$ cat src/rtl/psram_pwr_pkg.sv
package psram_pwr_pkg;

   typedef enum logic [2:0] {
      ST_INIT,
      ST_ACTIVE,
      ST_STBY_MIN,
      ST_STBY,
      ST_PD_SETUP,
      ST_PD_MIN,
      ST_PD
   } pwr_state_e;

   typedef struct packed {
      logic ce1_n;
      logic ce2;
      logic ready;
   } pin_set_t;

   // Round a nanosecond figure up to whole clock cycles, never below one.
   function automatic int ns_to_cyc(input int ns, input int clk_ns);
      int per;
      int c;
      per = (clk_ns < 1) ? 1 : clk_ns;
      c   = (ns + per - 1) / per;
      return (c < 1) ? 1 : c;
   endfunction

   function automatic int max2(input int a, input int b);
      return (a > b) ? a : b;
   endfunction

   // Pin levels for each state.
   function automatic pin_set_t pins_of(input pwr_state_e s);
      pin_set_t p;
      p.ce1_n = (s != ST_ACTIVE);
      p.ce2   = !((s == ST_PD_MIN) || (s == ST_PD));
      p.ready = (s == ST_ACTIVE);
      return p;
   endfunction

endpackage

$ cat src/rtl/psram_pwr_sync.sv
module psram_pwr_sync #(
   parameter int W      = 4,
   parameter int STAGES = 2
) (
   input  logic         clk,
   input  logic         rst_n,
   input  logic [W-1:0] d,
   output logic [W-1:0] q
);

   generate
      if (STAGES == 0) begin : g_bypass
         assign q = d;
      end else begin : g_chain
         logic [W-1:0] stg [STAGES];

         always_ff @(posedge clk or negedge rst_n) begin
            if (!rst_n) begin
               for (int i = 0; i < STAGES; i++) stg[i] <= '0;
            end else begin
               stg[0] <= d;
               for (int i = 1; i < STAGES; i++) stg[i] <= stg[i-1];
            end
         end

         assign q = stg[STAGES-1];
      end
   endgenerate

endmodule

$ cat src/rtl/psram_pwr_timer.sv
module psram_pwr_timer #(
   parameter int W       = 8,
   parameter int RST_VAL = 0
) (
   input  logic         clk,
   input  logic         rst_n,
   input  logic         load,
   input  logic [W-1:0] load_val,
   output logic         done
);

   logic [W-1:0] cnt_q;

   always_ff @(posedge clk or negedge rst_n) begin
      if (!rst_n)              cnt_q <= W'(RST_VAL);
      else if (load)           cnt_q <= load_val;
      else if (cnt_q != '0)    cnt_q <= cnt_q - 1'b1;
   end

   assign done = (cnt_q == '0);

endmodule

$ cat src/rtl/psram_pwr_outs.sv
module psram_pwr_outs
   import psram_pwr_pkg::*;
(
   input  logic       clk,
   input  logic       rst_n,
   input  pwr_state_e st_d,
   output logic       ce1_n,
   output logic       ce2,
   output logic       ready
);

   pin_set_t pins_q;

   always_ff @(posedge clk or negedge rst_n) begin
      if (!rst_n) pins_q <= '{ce1_n: 1'b1, ce2: 1'b1, ready: 1'b0};
      else        pins_q <= pins_of(st_d);
   end

   assign ce1_n = pins_q.ce1_n;
   assign ce2   = pins_q.ce2;
   assign ready = pins_q.ready;

endmodule

$ cat src/rtl/psram_pwr_lost.sv
module psram_pwr_lost (
   input  logic clk,
   input  logic rst_n,
   input  logic set_i,
   input  logic ack_i,
   output logic flag_o
);

   always_ff @(posedge clk or negedge rst_n) begin
      if (!rst_n)     flag_o <= 1'b0;
      else if (set_i) flag_o <= 1'b1;
      else if (ack_i) flag_o <= 1'b0;
   end

endmodule

$ cat src/rtl/psram_pwr_seq.sv
module psram_pwr_seq
   import psram_pwr_pkg::*;
#(
   parameter int CLK_NS       = 20,
   parameter int INIT_NS      = 300000,
   parameter int CE2_SETUP_NS = 10,
   parameter int CYCLE_NS     = 70,
   parameter int PD_MIN_NS    = 80,
   parameter int STBY_MIN_NS  = 10,
   parameter int SYNC_STAGES  = 2
) (
   input  logic clk,
   input  logic rst_n,
   input  logic pd_req,
   input  logic pd_deep,
   input  logic wake_req,
   input  logic reinit_req,
   input  logic lost_ack,
   output logic mem_ce1_n,
   output logic mem_ce2,
   output logic mem_ready,
   output logic data_lost
);

   localparam int INIT_C = ns_to_cyc(INIT_NS, CLK_NS);
   localparam int SET_C  = ns_to_cyc(max2(CE2_SETUP_NS, CYCLE_NS), CLK_NS);
   localparam int PD_C   = ns_to_cyc(PD_MIN_NS, CLK_NS);
   localparam int STBY_C = ns_to_cyc(STBY_MIN_NS, CLK_NS);
   localparam int MAX_C  = max2(max2(INIT_C, SET_C), max2(PD_C, STBY_C));
   localparam int TW     = $clog2(MAX_C + 1);

   // requests enter through a synchroniser chain
   logic [3:0] req_raw;
   logic [3:0] req_s;
   logic       s_pd, s_deep, s_wake, s_reinit;

   assign req_raw = {pd_req, pd_deep, wake_req, reinit_req};

   psram_pwr_sync #(.W(4), .STAGES(SYNC_STAGES)) u_sync (
      .clk   (clk),
      .rst_n (rst_n),
      .d     (req_raw),
      .q     (req_s)
   );

   assign {s_pd, s_deep, s_wake, s_reinit} = req_s;

   pwr_state_e    st_q, st_d;
   logic          ld;
   logic [TW-1:0] ld_val;
   logic          tdone;
   logic          pend_q, pend_set, pend_clr;
   logic          lost_set;

   always_ff @(posedge clk or negedge rst_n) begin
      if (!rst_n) begin
         st_q   <= ST_INIT;
         pend_q <= 1'b0;
      end else begin
         st_q <= st_d;
         if (pend_clr)      pend_q <= 1'b0;
         else if (pend_set) pend_q <= 1'b1;
      end
   end

   always_comb begin
      st_d     = st_q;
      ld       = 1'b0;
      ld_val   = '0;
      pend_set = 1'b0;
      pend_clr = 1'b0;
      lost_set = 1'b0;
      case (st_q)
         ST_INIT: begin
            if (tdone) begin
               st_d     = ST_ACTIVE;
               pend_clr = 1'b1;
            end
         end
         ST_ACTIVE: begin
            // wake ignored here; R9 takes priority over R3/R5
            if (s_reinit) begin
               st_d     = ST_PD_SETUP;
               ld       = 1'b1;
               ld_val   = TW'(SET_C - 1);
               pend_set = 1'b1;
            end else if (s_pd && s_deep) begin
               st_d   = ST_PD_SETUP;
               ld     = 1'b1;
               ld_val = TW'(SET_C - 1);
            end else if (s_pd) begin
               st_d   = ST_STBY_MIN;
               ld     = 1'b1;
               ld_val = TW'(STBY_C - 1);
            end
         end
         ST_STBY_MIN: begin
            if (s_wake) pend_set = 1'b1;
            if (tdone)  st_d = ST_STBY;
         end
         ST_STBY: begin
            if (s_wake || pend_q) begin
               st_d     = ST_ACTIVE;
               pend_clr = 1'b1;
            end else if (s_reinit) begin
               st_d     = ST_PD_SETUP;
               ld       = 1'b1;
               ld_val   = TW'(SET_C - 1);
               pend_set = 1'b1;
            end else if (s_pd && s_deep) begin
               st_d   = ST_PD_SETUP;
               ld     = 1'b1;
               ld_val = TW'(SET_C - 1);
            end
         end
         ST_PD_SETUP: begin
            if (s_wake) pend_set = 1'b1;
            if (tdone) begin
               st_d     = ST_PD_MIN;
               ld       = 1'b1;
               ld_val   = TW'(PD_C - 1);
               lost_set = 1'b1;
            end
         end
         ST_PD_MIN: begin
            if (s_wake) pend_set = 1'b1;
            if (tdone) begin
               if (pend_q || s_wake) begin
                  st_d     = ST_INIT;
                  ld       = 1'b1;
                  ld_val   = TW'(INIT_C - 1);
                  pend_clr = 1'b1;
               end else begin
                  st_d = ST_PD;
               end
            end
         end
         ST_PD: begin
            if (s_wake || pend_q) begin
               st_d     = ST_INIT;
               ld       = 1'b1;
               ld_val   = TW'(INIT_C - 1);
               pend_clr = 1'b1;
            end
         end
         default: begin
            st_d = ST_INIT;
            ld     = 1'b1;
            ld_val = TW'(INIT_C - 1);
         end
      endcase
   end

   psram_pwr_timer #(.W(TW), .RST_VAL(INIT_C - 1)) u_timer (
      .clk      (clk),
      .rst_n    (rst_n),
      .load     (ld),
      .load_val (ld_val),
      .done     (tdone)
   );

   psram_pwr_outs u_outs (
      .clk   (clk),
      .rst_n (rst_n),
      .st_d  (st_d),
      .ce1_n (mem_ce1_n),
      .ce2   (mem_ce2),
      .ready (mem_ready)
   );

   // sticky loss flag
   psram_pwr_lost u_lost (
      .clk    (clk),
      .rst_n  (rst_n),
      .set_i  (lost_set),
      .ack_i  (lost_ack),
      .flag_o (data_lost)
   );

endmodule

$ cat config.mk
export PLATFORM = sky130hd
export DESIGN_NAME = psram_pwr_seq
export DESIGN_NICKNAME = d
export VERILOG_FILES = /design/src/rtl/psram_pwr_pkg.sv /design/src/rtl/psram_pwr_sync.sv /design/src/rtl/psram_pwr_timer.sv /design/src/rtl/psram_pwr_outs.sv /design/src/rtl/psram_pwr_lost.sv /design/src/rtl/psram_pwr_seq.sv
export SDC_FILE = /design/constraint.sdc
export NUM_CORES = 1
export LEC_CHECK = 0
export BUFFER_PORTS_ARGS = -buffer_cell sky130_fd_sc_hd__buf_2
export CORE_MARGIN = 5
export CORE_UTILIZATION = 45
export DETAILED_ROUTE_END_ITERATION = 16
export HOLD_SLACK_MARGIN = 0.05
export PLACE_DENSITY = 0.61
export SLEW_MARGIN = 20
export SYNTH_ARGS = -nofsm -noshare
export SYNTH_HDL_FRONTEND = slang
export SYNTH_HIERARCHICAL = 1
export SYNTH_SLANG_ARGS = --single-unit
$ cat constraint.sdc
create_clock -name clk -period 3.87 [get_ports clk]
set_input_delay 0.387 -clock clk [delete_from_list [all_inputs] [get_ports clk]]
set_output_delay 0.387 -clock clk [all_outputs]
set_load 0.005 [all_outputs]
After elaboration in Yosys (flattened, before gate mapping)
Cells that the tools add are included.
{"block": "op_classes", "addsub": 1, "eq_ne": 10, "muxes": 42, "n_reduce_logical": 13}
{"op": "14-bit 2-to-1 mux", "count": 6}
{"op": "14-bit case mux with 6 select lines", "count": 1}
{"op": "3-bit 2-to-1 mux", "count": 12}
{"op": "3-bit case mux with 7 select lines", "count": 1}
{"op": "1-bit 2-to-1 mux", "count": 17}
{"op": "3-bit equality test, second input constant", "count": 5}
{"op": "14-bit logical NOT", "count": 1}
{"op": "14-bit nonzero test", "count": 1}
{"op": "14-bit by 1-bit subtractor with 14-bit output, second input constant", "count": 1}
{"op": "3-bit by 1-bit equality test with 1-bit output, second input constant", "count": 2}
{"op": "3-bit by 2-bit equality test with 1-bit output, second input constant", "count": 2}
{"op": "1-bit case mux with 3 select lines", "count": 2}
{"op": "1-bit case mux with 6 select lines", "count": 1}
{"op": "2-bit nonzero test", "count": 3}
{"op": "2-bit 2-to-1 mux", "count": 2}
{"op": "2-bit OR reduction", "count": 2}
{"op": "3-bit logical NOT", "count": 1}
{"op": "3-bit by 1-bit inequality test with 1-bit output, second input constant", "count": 1}
{"op": "3-bit OR reduction", "count": 1}
{"op": "1-bit logical OR", "count": 2}
{"op": "1-bit logical AND", "count": 1}
{"op": "1-bit logical NOT", "count": 1}
{"block": "totals", "reg_bits": 30, "output_inout_bits": 4, "in_bits": 7, "wordCells": 75}

Logic depth before layout (Yosys ltp)
{"block": "logic_depth", "ltp_word": 8, "depth_mapped": 10, "mapped_depth_nobuf": 10}

Cells and area by module
Netlist, hierarchy kept.
{"module": "psram_pwr_timer", "cells_each": 85, "area_each_um2": 839.6, "seq_area_each_um2": 361.6, "n_inst": 1}
{"module": "psram_pwr_seq", "cells_each": 57, "area_each_um2": 439.2, "seq_area_each_um2": 100.1, "n_inst": 1}
{"module": "psram_pwr_sync", "cells_each": 12, "area_each_um2": 230.2, "seq_area_each_um2": 200.2, "n_inst": 1}
{"module": "psram_pwr_outs", "cells_each": 7, "area_each_um2": 102.6, "seq_area_each_um2": 77.6, "n_inst": 1}
{"module": "psram_pwr_lost", "cells_each": 3, "area_each_um2": 36.3, "seq_area_each_um2": 25.0, "n_inst": 1}

Worst setup path after synthesis
OpenSTA, ideal clock, no wires.
{"block": "synth_timing", "kind": "register to register", "start": "register u_timer.cnt_q[5]", "end": "register u_timer.cnt_q[1]", "period_less_slack_ps": 2437, "n_path_buf": 1, "required_time_ps": 3788, "path_slack_ps": 1433, "setup_time_ps": 82, "arrival_ps": 2355, "stages_incl_launch_ff": 8, "path_cell_list": "dfrtp_1 or4_4 nor2_1 and3_1 a21boi_2 nor3_2 clkbuf_1 mux2_2"}
{"block": "synth_between", "elab_chain_len": 4, "elab_cells_between_ends": 10, "classes_between": "7 x mux; 3 x reduce/logical"}
{"item": "start, declared", "line": "psram_pwr_timer.sv:12", "source": "logic [W-1:0] cnt_q;"}
{"item": "start signal, assigned", "line": "psram_pwr_timer.sv:15", "source": "if (!rst_n) cnt_q <= W'(RST_VAL);"}
{"item": "start signal, assigned", "line": "psram_pwr_timer.sv:16", "source": "else if (load) cnt_q <= load_val;"}
{"item": "start signal, assigned", "line": "psram_pwr_timer.sv:17", "source": "else if (cnt_q != '0) cnt_q <= cnt_q - 1'b1;"}
{"item": "14-bit logical NOT (*)", "line": "psram_pwr_timer.sv:20", "source": "assign done = (cnt_q == '0);"}
{"item": "named net tdone", "line": "psram_pwr_seq.sv:51", "source": "logic tdone;"}
{"item": "1-bit 2-to-1 mux, on equally long branches", "line": "psram_pwr_seq.sv:127, psram_pwr_seq.sv:118"}
{"item": "1-bit case mux with 6 select lines (*)", "line": "psram_pwr_seq.sv:73", "source": "case (st_q)"}
{"item": "named net ld", "line": "psram_pwr_seq.sv:49", "source": "logic ld;"}
{"item": "14-bit 2-to-1 mux or 2-bit nonzero test (tied branches)"}
The timed path passes the listed nets; every way through them passes the cells marked *.
A chain may end at the register's enable or synchronous reset.

Worst setup path after layout
Ends and elaborated chain as after synthesis.

==> impl_results.md <==
- GR Overflow Total: 0
- Class of the worst hold path: in2async
- Post-synth top flop: dfrtp_1
- Antenna cells: 0
- Largest net degree at the start of global routing: 31
- Worst-Margin Slew: approximately 0.63 ns
- Post-synth ARST share: 1.000
- Pwr per Cell Area: ~400 nW/um2
- Finished Layout Cells: around 220
- Max clock buf depth: 2
- Fin nets: ~180
- Critical Path End Type: flip-flop
- Die Y: 70.52 um
- Cells after DPL: about 220
- Post-synthesis sequential area ratio: 0.4639
- Starting Density: 0.4570
- Placer congestion estimate: between 0.8 and 0.9
- Die area: just under 5000 um2
- Clock sink count: 30
- RR Startpoint: u_timer/cnt_q[5]$_DFFE_PN0P_
- Fill cells: around 330
- Critical path type: reg2reg
- Part of the power in the clock network: 0.537
- Rows: 22
- Slew margin rel.: 0.5778
- Root Buffer Master: clkbuf_8
- Synth-to-layout area growth: 11.54%
- Ranking of synthesized cells by area: dfrtp_1, dfstp_2, nand2_1
- Worst IR drop on VDD: approximately 260 uV
- Post-synth top area cell: dfrtp_1
- Pleak: around 0.76 nW
- Register-to-Register Path Depth: 7
- Internal: between 0.5 and 0.6 mW
- Clk slew on worst S/H paths: roughly 0.070 ns
- Synth warnings: 6
- Worst setup path start: u_timer/cnt_q[5]$_DFFE_PN0P_
- Fin crit share: 0.7323
- Initial antenna violation count: 0
- Final Core Density: 0.5097
- Iteration count of the initial detailed-routing pass: 4
- Synth Register Bits: 30
- TritonCTS clock tree: built
- Setup violators final: 0
- CP Capture Point: u_timer/cnt_q[1]$_DFFE_PN1P_
- Skew final: roughly 0.0081 ns
- R2R setup slack: just over 1 ns
- Final ANT Viol Nets: 0
- Layout cells sized above 1: 0.2629
- CP max-delay cell: or4_4
- PortBufs: 10
- Vias in the first global route: about 1.2k
- Initial DRC Count: about 120
- Cts hold-fix bufs: 0
- Syn Area/Cell: ~10 um2
- Unrepaired setup endpoints after global routing: no
- Pre-CTS setup slack: about 1.1 ns
- DRT Wirelength: about 3.1 mm
- Resized cells post-CTS: 0
- Post-DR vias/cell: between 5 and 6
- Slew Limit Fails: 0
- Switching Share: 0.1773
- R2r endpoint: u_timer/cnt_q[1]$_DFFE_PN1P_
- Max_cap viols: 0
- P_sw: ~0.13 mW
- CTS buffer count: 5
- Clock latency at the later pin of the worst-skew pair: approximately 0.28 ns
- IO Pins: 11
- PnR Total Power: 0.7257 mW
- Post-route design area: approximately 1800 um2
- PnR worst setup slack: ~1.0 ns
- Final HPWL DP: ~2.2 mm
- Htree depth: 2
- Crit path DAT: between 3 and 4 ns
- Hold_ws: around 0.12 ns
- Residual DRC: 0
- Max Fclk: between 300 and 400 MHz
- Via count: about 1.2k
- Setup TNS: 0 ns
- Commonest non-fill, non-tap cells in the layout: nand2_1, dfrtp_1, nor2_1, dfstp_2
- Status: finished, final reports clean
- Post-CTS setup buffers: 0
- Final Hold Violating Endpoints: 0
- Routed wire per std cell: approximately 14 um
- Seq pwr share: 0.443
- Core box area: 3606 um2
- Top cell type's share of synthesized area: 0.2885
- Crit path time final: 2.834 ns
- Cells after synthesis: 164
- CP max stage delay: 0.62 ns
- Crit-path cells: or4_4 -> nor2_1 -> and3_1 -> a21boi_2 -> nor3_2 -> buf_4 -> mux2_2
- Post-synth EDFFs: 0
- First-pass GRT wire length: 5.423 mm
- Commonest non-fill, non-tap cell in the layout: nand2_1
- Max Fanout on Critical Path: 12
- Die W: 70.52 um
- Total GRT Usage: 0.1392
- Post-DP Area: around 1700 um2
- Netlist cell types: 53
- CP required: just over 4 ns
- Netlist Area Pre-Place: about 1600 um2
- Worst Setup Start Kind: flip-flop
- Combinational share of power: 0.020
## sequential cells by signal (all words and copies together), names as in the netlist
register            flops
u_sync/q                4
u_outs/ready            1
st_q                    3
u_outs/ce2              1
u_sync/g_chain.stg      4
u_outs/ce1_n            1
u_timer/cnt_q          14
pend_q                  1
u_lost/flag_o           1
## area by class of cell
class                           instances  area (um2)  share of cell area
Clock inverter                          2       60.06             0.03268
Clock buffer                            6       82.58             0.04493
Multi-Input combinational cell        120       790.8              0.4302
Timing Repair Buffer                   11       57.56             0.03131
Inverter                                6       22.52             0.01225
Sequential cell                        30       764.5              0.4159
Tap cell                               48       60.06             0.03268
## per-layer routing
layer,vias to the layer above,share of wire,GRT usage
li1,589,-,-
met1,591,0.47,0.1777
met2,30,0.46,0.2079
met3,8,0.052,0.03741
met4,0,0.018,0.08723
met5,-,0,0
## cells in the mapped netlist (2+ instances only)
cell type,n
nor3_1,3
a21oi_1,10
nor4b_1,3
buf_2,2
nand2_1,21
dfstp_2,11
o21ai_1,3
inv_1,5
nor2_1,11
xnor2_1,7
mux2i_1,3
buf_4,6
nor4_4,2
buf_6,2
nor2_2,2
nor4_1,3
xor2_1,5
o21ai_0,5
nand3_1,2
o31ai_1,4
clkbuf_1,2
a21o_1,3
dfrtp_1,19
## how the worst min path moves through the flow
stage                                               start                      endpoint  slack, ns
after floorplan                                     rst_n            pend_q$_DFFE_PN0P_       0.09
after global placement    u_sync/g_chain.stg[7]$_DFF_PN0_         u_sync/q[3]$_DFF_PN0_       0.33
after detailed placement  u_sync/g_chain.stg[4]$_DFF_PN0_         u_sync/q[0]$_DFF_PN0_       0.35
after CTS                                           rst_n  u_timer/cnt_q[6]$_DFFE_PN0P_       0.14
after global routing                                rst_n            pend_q$_DFFE_PN0P_       0.18
final                                               rst_n            pend_q$_DFFE_PN0P_       0.12
## power by group through the flow
stage          combinational (mW)  clock [mW]  sequential [mW]
6_report                   0.0144       0.390            0.321
5_1_grt                    0.0174       0.418            0.322
4_1_cts                    0.0150       0.399            0.321
3_5_place_dp               0.0149           0            0.327
3_3_place_gp               0.0147           0            0.326
2_1_floorplan             0.00929           0            0.325
## worst max-delay path: cells and delay by family, from the launching register on
family,cells,cell delay [ns]
and+or+nand+nor,4,1.61
AOI/OAI and AO/OA,1,0.11
DFF,1,0.43
muxes,1,0.34
buffers and inverters,1,0.27
## logic make-up (layout without fill, tap and decap cells)
kind of cell | after synthesis | in the layout | synth area share
AOI/OAI and AO/OA | 37 | 37 | 0.1549
xor gates and xnor gates | 12 | 12 | 0.06378
muxes | 4 | 4 | 0.02506
and+or+nand+nor | 61 | 61 | 0.2172
other | 1 | 5 | 0.002276
adders and majority gates | 1 | 1 | 0.007592
DFF | 30 | 30 | 0.4639
buffers and inverters | 18 | 25 | 0.06530
No activity file was read; power rests on OpenSTA's default activity.
